**src/rtl/uart_rx_core.sv**
```systemverilog
module uart_rx_core #(
  parameter int OS = 16
) (
  input  logic       clk,
  input  logic       rst,
  input  logic       tick,
  input  logic       rx_in,
  input  logic       cfg_load,
  input  logic [1:0] cfg_len,
  input  logic       cfg_par_off,
  input  logic       cfg_par_even,
  input  logic       dr_clr_n,
  output logic [7:0] rx_data,
  output logic       data_ready,
  output logic       overrun,
  output logic       frame_err,
  output logic       parity_err
);
  localparam int CW = $clog2(OS);
  localparam logic [CW-1:0] HALF = CW'(OS / 2 - 2);
  localparam logic [CW-1:0] FULL = CW'(OS - 1);

  typedef enum logic [2:0] {S_IDLE, S_START, S_DATA, S_PAR, S_STOP, S_FLAG} st_t;

  st_t st;
  logic [1:0]    sync;
  logic          rx_prev;
  logic [CW-1:0] cnt;
  logic [2:0]    idx;
  logic [7:0]    sh;
  logic          pbit, stop_ok;
  logic [1:0]    len_q;
  logic          par_off_q, par_even_q;

  wire       rxs      = sync[1];
  wire [2:0] last_idx = 3'd4 + {1'b0, len_q};
  wire [7:0] aligned  = sh >> (2'd3 - len_q);
  wire       par_bad  = (^rx_data) ^ pbit ^ ~par_even_q;

  always_ff @(posedge clk) begin
    if (rst) sync <= 2'b11;
    else     sync <= {sync[0], rx_in};
  end

  always_ff @(posedge clk) begin
    if (rst) begin
      st <= S_IDLE;
      rx_prev <= 1'b1;
      cnt <= '0;
      idx <= '0;
      sh <= '0;
      pbit <= 1'b0;
      stop_ok <= 1'b1;
      len_q <= '0;
      par_off_q <= 1'b0;
      par_even_q <= 1'b0;
      rx_data <= '0;
      data_ready <= 1'b0;
      overrun <= 1'b0;
      frame_err <= 1'b0;
      parity_err <= 1'b0;
    end else begin
      if (cfg_load) begin
        len_q <= cfg_len;
        par_off_q <= cfg_par_off;
        par_even_q <= cfg_par_even;
      end
      if (!dr_clr_n) data_ready <= 1'b0;
      if (tick) begin
        rx_prev <= rxs;
        case (st)
          S_IDLE:
            if (rx_prev && !rxs) begin
              st <= S_START;
              cnt <= '0;
            end
          S_START:
            if (cnt == HALF) begin
              cnt <= '0;
              idx <= '0;
              st <= rxs ? S_IDLE : S_DATA;
            end else cnt <= cnt + 1'b1;
          S_DATA:
            if (cnt == FULL) begin
              cnt <= '0;
              sh <= {rxs, sh[7:1]};
              idx <= idx + 1'b1;
              if (idx == last_idx) st <= par_off_q ? S_STOP : S_PAR;
            end else cnt <= cnt + 1'b1;
          S_PAR:
            if (cnt == FULL) begin
              cnt <= '0;
              pbit <= rxs;
              st <= S_STOP;
            end else cnt <= cnt + 1'b1;
          S_STOP:
            if (cnt == FULL) begin
              cnt <= '0;
              rx_data <= aligned;
              overrun <= data_ready && dr_clr_n;
              stop_ok <= rxs;
              st <= S_FLAG;
            end else cnt <= cnt + 1'b1;
          S_FLAG: begin
            data_ready <= 1'b1;
            frame_err <= !stop_ok;
            parity_err <= !par_off_q && par_bad;
            st <= S_IDLE;
          end
          default: st <= S_IDLE;
        endcase
      end
    end
  end
endmodule

```
**config.mk**
```make
export PLATFORM = sky130hd
export DESIGN_NAME = uart_rx_core
export DESIGN_NICKNAME = d
export VERILOG_FILES = /design/src/rtl/uart_rx_core.sv
export SDC_FILE = /design/constraint.sdc
export NUM_CORES = 1
export LEC_CHECK = 0
export ABC_AREA = 1
export BUFFER_PORTS_ARGS = -buffer_cell sky130_fd_sc_hd__buf_4
export CAP_MARGIN = 40
export CORE_ASPECT_RATIO = 0.8
export CORE_MARGIN = 5
export CORE_UTILIZATION = 45
export CTS_CLUSTER_SIZE = 14
export DETAILED_ROUTE_END_ITERATION = 16
export GPL_ROUTABILITY_DRIVEN = 0
export PLACE_DENSITY = 0.64
export SLEW_MARGIN = 25
export SYNTH_ARGS = -nofsm -noshare
export SYNTH_HDL_FRONTEND = slang
export SYNTH_SLANG_ARGS = --single-unit
```
**constraint.sdc**
```tcl
create_clock -name clk -period 2.9 [get_ports clk]
set_input_delay 0.29 -clock clk [delete_from_list [all_inputs] [get_ports clk]]
set_output_delay 0.29 -clock clk [all_outputs]
set_load 0.02 [all_outputs]
```
### Word-level counts from Yosys, hierarchy flattened

Cells that the tools add are included.
W data, S select, Z words.

* register bits: 39
* bits in latches: 0
* memory bits (writable): 0
* bits in read-only memories: 0
* logic and storage cells: 75
* memories kept: 0

* $add $sub $neg: 4
* multiply operators: 0
* divide/modulo/power cells: 0
* magnitude comparators: 0
* equality and inequality tests: 14
* shift-type cells: 1
* muxes and demuxes: 19
* bitwise operators: 3
* reduce and logical (&&, ||, !) cells: 18

Operator list (count)
* $mux W3: 9
* $pmux W3 S5: 1
* $mux W4: 3
* $ne A2 B2 Y1 const B: 6
* $pmux W4 S3: 1
* $reduce_and A3 Y1: 4
* $reduce_xor A8 Y1: 1
* $shr A8 B2 Y8: 1
* $reduce_and A7 Y1: 1
* $eq A3 B2 Y1 const B: 2
* $eq A3 B3 Y1 const B: 2
* $pmux W3 S2: 1
* $add A4 B1 Y4 const B: 1
* $eq A4 B3 Y1 const B: 1
* $eq A4 B4 Y1 const B: 1
* $reduce_and A4 Y1: 1
* $add A3 B1 Y3 const B: 1
* $add A3 B2 Y3 const A: 1
* $eq A3 B1 Y1 const B: 1
* $eq A3 B3 Y1: 1
* $logic_and A1 B1 Y1: 3
* $logic_not A1 Y1: 3
* $logic_not A3 Y1: 1
* $mux W1: 3
* 8 further kinds: 9

### Longest topological paths before layout

Gate-level depths: netlist (run 1).

* depth in word-level cells: 5
* depth in mapped cells: 11
* gate-level depth less buffers: 11

### Least setup slack after synthesis (run 1)

OpenSTA, ideal clock, no wires.

* path type: reg-to-reg
* start: register cnt[1]
* end: register rx_data[2]
* setup time: 0.086 ns
* arrival: 1.287 ns
* data required time: 2.814 ns
* slack: 1.527 ns
* cell stages (with the launch flop): 7
* buffers on the path: 1
* cell sequence: dfxtp_1 -> ha_1 -> nand3_1 -> nor2_1 -> nand3_2 -> buf_2 -> a211oi_1

* longest elaborated chain between the ends: 2

Ends and longest elaborated chain
* start: declaration: RTL line 28 `logic [CW-1:0] cnt;`
* start signal: assignment: RTL line 82 `end else cnt <= cnt + 1'b1;`
* start signal: assignment: RTL line 89 `end else cnt <= cnt + 1'b1;`
* start signal: assignment: RTL line 95 `end else cnt <= cnt + 1'b1;`
* $eq A4 B4 Y1: RTL line 97 `if (cnt == FULL) begin`
* $reduce_and A3 Y1 (no line)
* end signal: assignment: RTL line 99 `rx_data <= aligned;`
* end: declaration: RTL line 13 `output logic [7:0] rx_data,`

Every way passes these cells.
A chain may end at the register's enable or synchronous reset.

### Final worst setup path (run 1)

* start: register cnt[1]
* end: register sh[6]

* longest elaborated chain between the ends: 2

Ends and longest elaborated chain
* $eq A4 B4 Y1: RTL line 84 `if (cnt == FULL) begin`
* $reduce_and A3 Y1 (no line)
* end signal: assignment: RTL line 86 `sh <= {rxs, sh[7:1]};`
* end: declaration: RTL line 30 `logic [7:0] sh;`

Every way passes these cells.

==> summary.md, run 1 <==
| Metric | Value |
|---|---|
| IO Pins | 22 |
| Complex-gate fraction of the synthesized area | 0.2057 |
| Initial antenna violation count | 0 |
| Post-Place Cell Area | 0.002112 mm2 |
| Pint | 0.7527 mW |
| Die height | 68.36 um |
| Met2 WL | 1524 um |
| Highest routed layer | met4 |
| Largest net degree at the start of global routing | 24 |
| Synth Instances | 275 |
| Design area | 0.002200 mm2 |
| Setup TNS | 0 ps |
| Flop pwr share | 0.566 |
| CP Capture Type | flop |
| Placed wire-length estimate | 3079 um |
| Via Count | 1776 |
| CTS Hold Bufs | 0 |
| Final Util | 0.5298 |
| Cell Area, Synth | 0.001916 mm2 |
| Final Cycle Share | 0.6574 |
| Post-Syn Nets | 288 |
| DRC viols | 0 |
| Commonest cells after routing, fill and taps aside | 56 x nand2_1, 39 x dfxtp_1, 33 x inv_1, 33 x o21ai_0, 29 x a21oi_1 |
| Clk sinks | 39 |
| Final Slew Violations | 0 |
| Synth Area per Inst | 6.966 um2 |
| Initial Utilization | 0.4614 |
| Die Wd | 82.95 um |
| IO Port Bufs | 21 |
| Count of final setup violators | 0 |
| Max Clock Skew | 8.082 ps |
| Synth-to-Final Area Change | 14.83% |
| Simple-gate share of the synthesized area | 0.2521 |
| ANT cells | 0 |
| Via density | 5.031 |
| Worst ir drop on vdd | 329.9 uV |
| Clock latency on the worst-skew pair | 280 ps |
| Final Hold Fails | 0 |
| Worst Setup EP | sh[6]$_SDFFE_PP0P_ |
| P per Cell Area | 443.0 mW/mm2 |
| CTS tree | done |
| Postcts setup bufs | 0 |
| CP Class | reg2reg |
| Adder-Cell Fraction of Synth Area | 0.01960 |
| Worst slew margin | 0.6166 |
| First-pass GRT wire length | 7148 um |
| R2R Setup Slk | 990 ps |
| CTS buffer count | 5 |
| Drt pass-1 iters | 4 |
| Wire length on met1 | 2278 um |
| P_sw | 0.2218 mW |
| Wire per inst | 11.53 um |
| CP Launch Point | cnt[1]$_SDFFE_PP0P_ |
| Worst r2r src | cnt[1]$_SDFFE_PP0P_ |
| Required @ worst endpoint | 3070 ps |
| Post-CTS Resized | 0 |
| RSZ-0062 raised after global routing | no |
| Mux contribution to synthesized area | 0 |
| Min-delay worst type | in2reg |
| Final WL | 4069 um |
| Total track usage | 0.1567 |
| Crit start category | flop |
| Final #Nets | 309 |
| Met3 WL | 212 um |
| Post-layout min period | 1907 ps |
| Clock root cell | clkbuf_8 |
| Remaining Overflow, GRT | 0 |
| Bufs on Longest Clock Path | 2 |
| Worst slack, placed | 1042 ps |
| Status | completed |
| Final worst slack | 993.4 ps |
| CTS HTree Levels | 2 |
| Drt initial violations | 120 |
| Critical R2R Capture | sh[6]$_SDFFE_PP0P_ |
| Vias in the first global route | 1574 |
| Hold_sp | rx_in |
| Largest family of logic cells by synthesized area | simple AND/OR/NAND/NOR gates |
| Combinational Power Share | 0.068 |
| Max Cap Viol | 0 |
| Final hold slack | 198.4 ps |
| #FFs+latches synth | 39 |
| Share of post-route cells with drive strength above 1 | 0.1351 |
| Clock transition at path regs | 70 ps |
| CP max FO | 11 |
| CORE AREA | 0.004151 mm2 |
| ANT nets after route | 0 |
| Xor-xnor portion of the synthesized cell area | 0.02743 |
| Leading cell type in the layout, fill and taps excluded | nand2_1 |
| Leak | 0.9317 nW |
| Sw Ratio | 0.2276 |
| Reg2Reg Depth | 8 |
| F_max | 524.5 MHz |
| Post-synthesis sequential area ratio | 0.4076 |
| Crit path arrival time | 2080 ps |
| Rows | 21 |
| Clk pwr share | 0.366 |
| Worst slew pin tran | 574.5 ps |
| Die Area | 0.005670 mm2 |
| Count of cell types in the netlist | 29 |
| Yosys warns | 0 |
## worst min path at each step
stage                         endpoint  slack, ps  cells past startpoint
3_3_place_gp        sync[1]$_SDFF_PP1_        400                      1
4_1_cts             sync[0]$_SDFF_PP1_        200                      2
2_1_floorplan  rx_data[4]$_SDFFE_PP0P_        370                      1
3_5_place_dp        sync[1]$_SDFF_PP1_        410                      1
6_report            sync[0]$_SDFF_PP1_        200                      2
5_1_grt             sync[0]$_SDFF_PP1_        200                      2
## worst max-delay path, stage by stage (launching register included)
cell and delay [ps]:
dfxtp_1 370, ha_1 200, nand3_1 110, nor2_1 160, inv_1 80, nor2_1 420, inv_1 210, o21ai_0 190
a21oi_1 50
## state kept, by name, indices dropped and copies added (netlist names), 2 cells and up
name and count:
rx_data 8, sh 8, cnt 4, idx 3, st 3, len_q 2, sync 2
## final cells by class
class	count	area (um2)
fillers	444	1952
multi-input cells	193	967.2
flip-flops and latches	39	780.7
repair buffers	21	157.7
inverters	36	135.1
clock buffers	6	82.58
well taps	57	71.32
clock inverters	1	5.005
## power groups by stage
stage	clock network, mW	logic [mW]	registers [mW]
2_1_floorplan	0	0.0485	0.558
3_5_place_dp	0	0.0663	0.564
6_report	0.357	0.0661	0.551
5_1_grt	0.393	0.0762	0.552
4_1_cts	0.372	0.0667	0.551
3_3_place_gp	0	0.0661	0.563
## cell families (layout without fill, tap and decap cells)
family	Yosys count	in the layout
buffers and inverters	43	64
adders and majority gates	3	3
AOI/OAI and AO/OA	73	73
and+or+nand+nor	111	111
xor gates and xnor gates	6	6
DFF	39	39
## stage by stage
stage / total power, mW / instances
finish: 0.9745 / 353
global route: 1.022 / 353
CTS: 0.9901 / 353
detailed placement: 0.6298 / 346
global placement: 0.6295 / 346
floorplan: 0.6065 / 275
## layer usage
layer,GRT usage,vias to the layer above
met5,0,-
met4,0.05102,0
li1,-,942
met2,0.2280,40
met3,0.04693,7
met1,0.2213,787
## Yosys cell counts
master,number,area [um2]
or2_2,2,12.51
a21oi_1,29,145.1
nand2_1,56,210.2
xnor2_1,3,26.28
inv_1,33,123.9
nand3_1,15,75.07
buf_2,2,10.01
nor2_2,3,18.77
clkinv_1,1,3.750
a31oi_1,1,6.260
nor3_4,1,16.27
o211ai_1,2,15.01
dfxtp_1,39,780.8
ha_1,3,37.54
o21bai_1,1,7.510
nor3_1,5,25.02
nand4_1,2,12.51
buf_4,1,7.510
or2_0,1,6.260
o21ai_0,33,165.2
xor2_1,3,26.28
clkbuf_1,4,15.01
o21ai_2,1,8.760
nand2_2,1,6.260
inv_2,2,7.510
a211oi_1,5,37.54
a21oi_2,1,8.760
nor2_1,24,90.09
nand3_2,1,10.01
Power figures use the tool's default switching activity.
==> run 2, diff against run 1 <==
Clock period 2.9 ns to 1.82 ns, I/O delays scaled along.
==> run 2 against run 1 <==
  * Clock skew decreased by 1.3 ps
  * Hold slack got worse by 120 ps
  * Maximum frequency increased by 14%
  * Largest cell class unchanged
  * Clock-buffer cell count increased by 2
  * Worst setup slack got worse by 850 ps
  * Cell count increased by 1.1%
==> summary.md, run 2 (synthesis gave the netlist of run 1 again) <==
| Metric | Value |
|---|---|
| Status | completed |
| Bufs on Longest Clock Path | 2 |
| Combinational Power Share | 0.067 |
| CTS Hold Bufs | 0 |
| Remaining Overflow, GRT | 0 |
| Post-CTS Resized | 0 |
| IO Port Bufs | 21 |
| Clock transition at path regs | 70 ps |
| CP max FO | 17 |
| Drt initial violations | 111 |
| DRC viols | 0 |
| Worst r2r src | cnt[1]$_SDFFE_PP0P_ |
| P_sw | 0.3728 mW |
| Largest net degree at the start of global routing | 18 |
| Final Hold Fails | 0 |
| Placed wire-length estimate | 3237 um |
| Hold_sp | rx_in |
| RSZ-0062 raised after global routing | no |
| CTS buffer count | 5 |
| Vias in the first global route | 1555 |
| Flop pwr share | 0.540 |
| Clock latency on the worst-skew pair | 290 ps |
| P per Cell Area | 726.4 mW/mm2 |
| Required @ worst endpoint | 1980 ps |
| CTS HTree Levels | 2 |
| CP Class | reg2reg |
| Die Area | 0.005670 mm2 |
| Post-Place Cell Area | 0.002135 mm2 |
| Total power | 1.623 mW |
| Biggest regs | rx_data: 8 flops, sh: 8 flops, cnt: 4 flops |
| Crit start category | flop |
| CORE AREA | 0.004151 mm2 |
| Commonest cells after routing, fill and taps aside | 56 x nand2_1, 39 x dfxtp_1, 33 x inv_1, 33 x o21ai_0, 29 x a21oi_1 |
| Sw Ratio | 0.2297 |
| Via density | 4.961 |
| Final Slew Violations | 0 |
| Min-delay worst type | in2reg |
| Share of post-route cells with drive strength above 1 | 0.1433 |
| Final #Nets | 312 |
| Initial Utilization | 0.4614 |
| Worst slew margin | 0.7061 |
| CP Capture Type | flop |
| Postcts setup bufs | 0 |
| Max Clock Skew | 6.735 ps |
| Clk pwr share | 0.392 |
| Total track usage | 0.1580 |
| ANT cells | 0 |
| Pint | 1.250 mW |
| Rows | 21 |
| Fillers | 445 |
| Clk sinks | 39 |
| Count of final setup violators | 0 |
| Synth-to-Final Area Change | 16.66% |
| Die height | 68.36 um |
| Crit path arrival time | 1840 ps |
| Final Util | 0.5383 |
| Design area | 0.002235 mm2 |
| IO Pins | 22 |
| Leak | 0.9517 nW |
| Final WL | 4223 um |
| Worst ir drop on vdd | 363.0 uV |
| CTS tree | done |
| Drt pass-1 iters | 4 |
| Clock root cell | clkbuf_8 |
| CP Launch Point | cnt[1]$_SDFFE_PP0P_ |
| Seq. cell area | 780.7 um2 |
| Die Wd | 82.95 um |
| Setup TNS | 0 ps |
| Layout Cells excl Fill | 357 |
| F_max | 597.6 MHz |
| Leading cell type in the layout, fill and taps excluded | nand2_1 |
| Worst slew pin tran | 440.9 ps |
| Multi-input logic area | 967.2 um2 |
| Post-layout min period | 1673 ps |
| ANT nets after route | 0 |
| First-pass GRT wire length | 7217 um |
| Wire per inst | 11.83 um |
| Final Cycle Share | 0.9194 |
| Initial antenna violation count | 0 |
| Via Count | 1771 |
| Max Cap Viol | 0 |
| # placed instances | 349 |
-- run 2: cell type report --
cell class	instances	area share
well taps	57	0.03191
flip-flops and latches	39	0.3494
repair buffers	24	0.08063
multi-input cells	193	0.4328
inverters	36	0.06047
clock buffers	8	0.04479
-- run 2: worst paths after layout --
kind                                                 to  slack, ps  cells past startpoint
worst max-delay path            rx_data[3]$_SDFFE_PP0P_        150                      6
worst max register to register  rx_data[3]$_SDFFE_PP0P_        150                      6
worst min-delay path                 sync[0]$_SDFF_PP1_         80                      2
worst min register to register       sync[1]$_SDFF_PP1_        410                      1
-- run 2: power groups by stage --
stage	clock, mW	sequential [mW]	combinational, mW
2_1_floorplan	0	0.889	0.0773
3_3_place_gp	0	0.897	0.108
3_5_place_dp	0	0.897	0.108
4_1_cts	0.653	0.877	0.109
5_1_grt	0.687	0.879	0.123
6_report	0.637	0.877	0.109
-- run 2: worst max-delay path, stage by stage (launching register included) --
cell	delay, ps
dfxtp_1	380
ha_1	210
nand3_1	120
nor2_1	180
nand3_2	290
nor3_1	300
a211oi_1	70
-- run 2: per-stage QoR --
step	hold WS, ps	setup WS, ps
floorplan	260.5	447.0
global placement	374.0	234.4
detailed placement	368.5	192.5
CTS	69.42	173.5
global route	77.84	6.738
finish	80.06	146.7
-- run 2: metal layers --
layer	routed length, um	vias up	global-route usage
li1	-	950	-
met1	2364	785	0.2226
met2	1619	29	0.2320
met3	174	7	0.03610
met4	63	0	0.06735
met5	0	-	0
==> run 3, diff against run 2 <==
Settings changed: GPL_TIMING_DRIVEN set to 0, PLACE_DENSITY 0.64 to 0.63.
==> run 3 against run 2 <==
  * Critical path depth grew 2
  * Global-route usage down 0.20 points
  * Total power is 6.6% lower
  * Largest power group unchanged
  * First-iteration DRC count rose by 34%
  * Sequential cell count stayed put
  * Maximum frequency up 0.95%
  * Utilization fell by 0.42 points
  * Register-to-register slack better by 20 ps
  * Clock power decreased by 17%
  * Non-clock buffer count rose by 4
  * Clock skew shrank 2.1 ps
==> summary.md, run 3 (synthesis gave the netlist of run 1 again) <==
| Metric | Value |
|---|---|
| Min-delay worst type | in2reg |
| ANT cells | 0 |
| Remaining Overflow, GRT | 0 |
| Final WL | 4179 um |
| Die Wd | 82.95 um |
| Drt pass-1 iters | 4 |
| RSZ-0062 raised after global routing | no |
| Vias in the first global route | 1512 |
| Slowest stage delay, CP | 380 ps |
| Required @ worst endpoint | 1990 ps |
| Final Util | 0.5341 |
| Leading cell type in the layout, fill and taps excluded | nand2_1 |
| Combinational Power Share | 0.077 |
| Largest net degree at the start of global routing | 11 |
| Total power | 1.515 mW |
| Initial antenna violation count | 0 |
| Final Slew Violations | 0 |
| Max Clock Skew | 4.643 ps |
| Die Area | 0.005670 mm2 |
| Total track usage | 0.1560 |
| Crit start category | flop |
| Initial Utilization | 0.4614 |
| ANT nets after route | 0 |
| Commonest cells after routing, fill and taps aside | 56 x nand2_1, 39 x dfxtp_1, 33 x inv_1 |
| Postcts setup bufs | 0 |
| IO Pins | 22 |
| Clk sinks | 39 |
| Final Hold Fails | 0 |
| CP max stage cell | dfxtp_1 |
| Flop pwr share | 0.575 |
| Clock root cell | clkbuf_8 |
| CP Class | reg2reg |
| Final Cycle Share | 0.9107 |
| CTS buffer count | 5 |
| CORE AREA | 0.004151 mm2 |
| CTS Hold Bufs | 0 |
| Count of final setup violators | 0 |
| Via density | 4.872 |
| Bufs on Longest Clock Path | 2 |
| Crit path arrival time | 1830 ps |
| Sw Ratio | 0.2339 |
| Design area | 0.002217 mm2 |
| Drt initial violations | 149 |
| Post-CTS Resized | 0 |
| Leak | 0.9393 nW |
| Clock transition at path regs | 70 ps |
| First-pass GRT wire length | 7155 um |
| Biggest regs | rx_data: 8 flops, sh: 8 flops, cnt: 4 flops |
| Post-layout min period | 1658 ps |
| Final #Nets | 316 |
| Synth-to-Final Area Change | 15.74% |
| Pint | 1.161 mW |
| Share of post-route cells with drive strength above 1 | 0.1358 |
| CTS tree | done |
| IO Port Bufs | 21 |
| Setup TNS | 0 ps |
| Worst path cell trace | ha_1, nand3_1, nor2_1, inv_1, nor2_1, inv_1, o21ai_0, a21oi_1 |
| P per Cell Area | 683.4 mW/mm2 |
| WP buf/inv | 2 |
| Wire per inst | 11.64 um |
| Post-Place Cell Area | 0.002145 mm2 |
| Status | completed |
| Max Cap Viol | 0 |
| Via Count | 1749 |
| Worst slew pin tran | 557.0 ps |
| CP max FO | 6 |
| Final hold slack | 80.96 ps |
| CTS HTree Levels | 2 |
| DRC viols | 0 |
| Die height | 68.36 um |
| Clk pwr share | 0.348 |
| Placed wire-length estimate | 3207 um |
| Worst ir drop on vdd | 477.0 uV |
| Clock latency on the worst-skew pair | 280 ps |
| F_max | 603.3 MHz |
| Rows | 21 |
| Largest delay share family, worst path | simple AND/OR/NAND/NOR gates |
| P_sw | 0.3545 mW |
| CP Capture Type | flop |
| Worst slew margin | 0.6286 |
run 3: final cells by class:
type	instances	area, um2
repair buffers	21	157.7
well taps	57	71.32
plain buffers	7	32.53
multi-input cells	193	967.2
fillers	444	1934
inverters	36	135.1
clock buffers	6	72.57
flip-flops and latches	39	780.7
run 3: metal layers:
layer  vias up  track usage  share of wire
met5         -            0              0
met4         0      0.03673         0.0045
met3         2      0.04212          0.044
met2        32       0.2180           0.37
met1       761       0.2344           0.58
li1        954            -              -
run 3: worst paths after layout:
| check | startpoint | to | slack, ps | cells after the start |
|---|---|---|---|---|
| worst max-delay path | cnt[1]$_SDFFE_PP0P_ | sh[6]$_SDFFE_PP0P_ | 160 | 8 |
| worst min-delay path | rx_in | sync[0]$_SDFF_PP1_ | 80 | 2 |
| worst max register to register | cnt[1]$_SDFFE_PP0P_ | sh[6]$_SDFFE_PP0P_ | 160 | 8 |
| worst min register to register | sync[0]$_SDFF_PP1_ | sync[1]$_SDFF_PP1_ | 410 | 1 |
run 3: power groups by stage:
stage / Combinational (mW) / Clock, mW / Sequential (mW)
floorplan: 0.0773 / 0 / 0.889
global placement: 0.117 / 0 / 0.891
detailed placement: 0.116 / 0 / 0.891
CTS: 0.116 / 0.548 / 0.871
global route: 0.131 / 0.581 / 0.872
finish: 0.116 / 0.527 / 0.871
run 3: metrics by stage:
stage | cells | setup WS [ps]
final | 359 | 162.5
after global routing | 359 | 0.1121
after detailed placement | 353 | 216.5
after CTS | 359 | 189.5
after floorplan | 275 | 447.0
after global placement | 353 | 233.5
run 3: worst register-to-register path, cell delays in order (launching register included):
cell     delay (ps)
dfxtp_1         380
ha_1            220
nand3_1         120
nor2_1          170
inv_1            80
nor2_1          200
inv_1           160
o21ai_0         180
a21oi_1          60
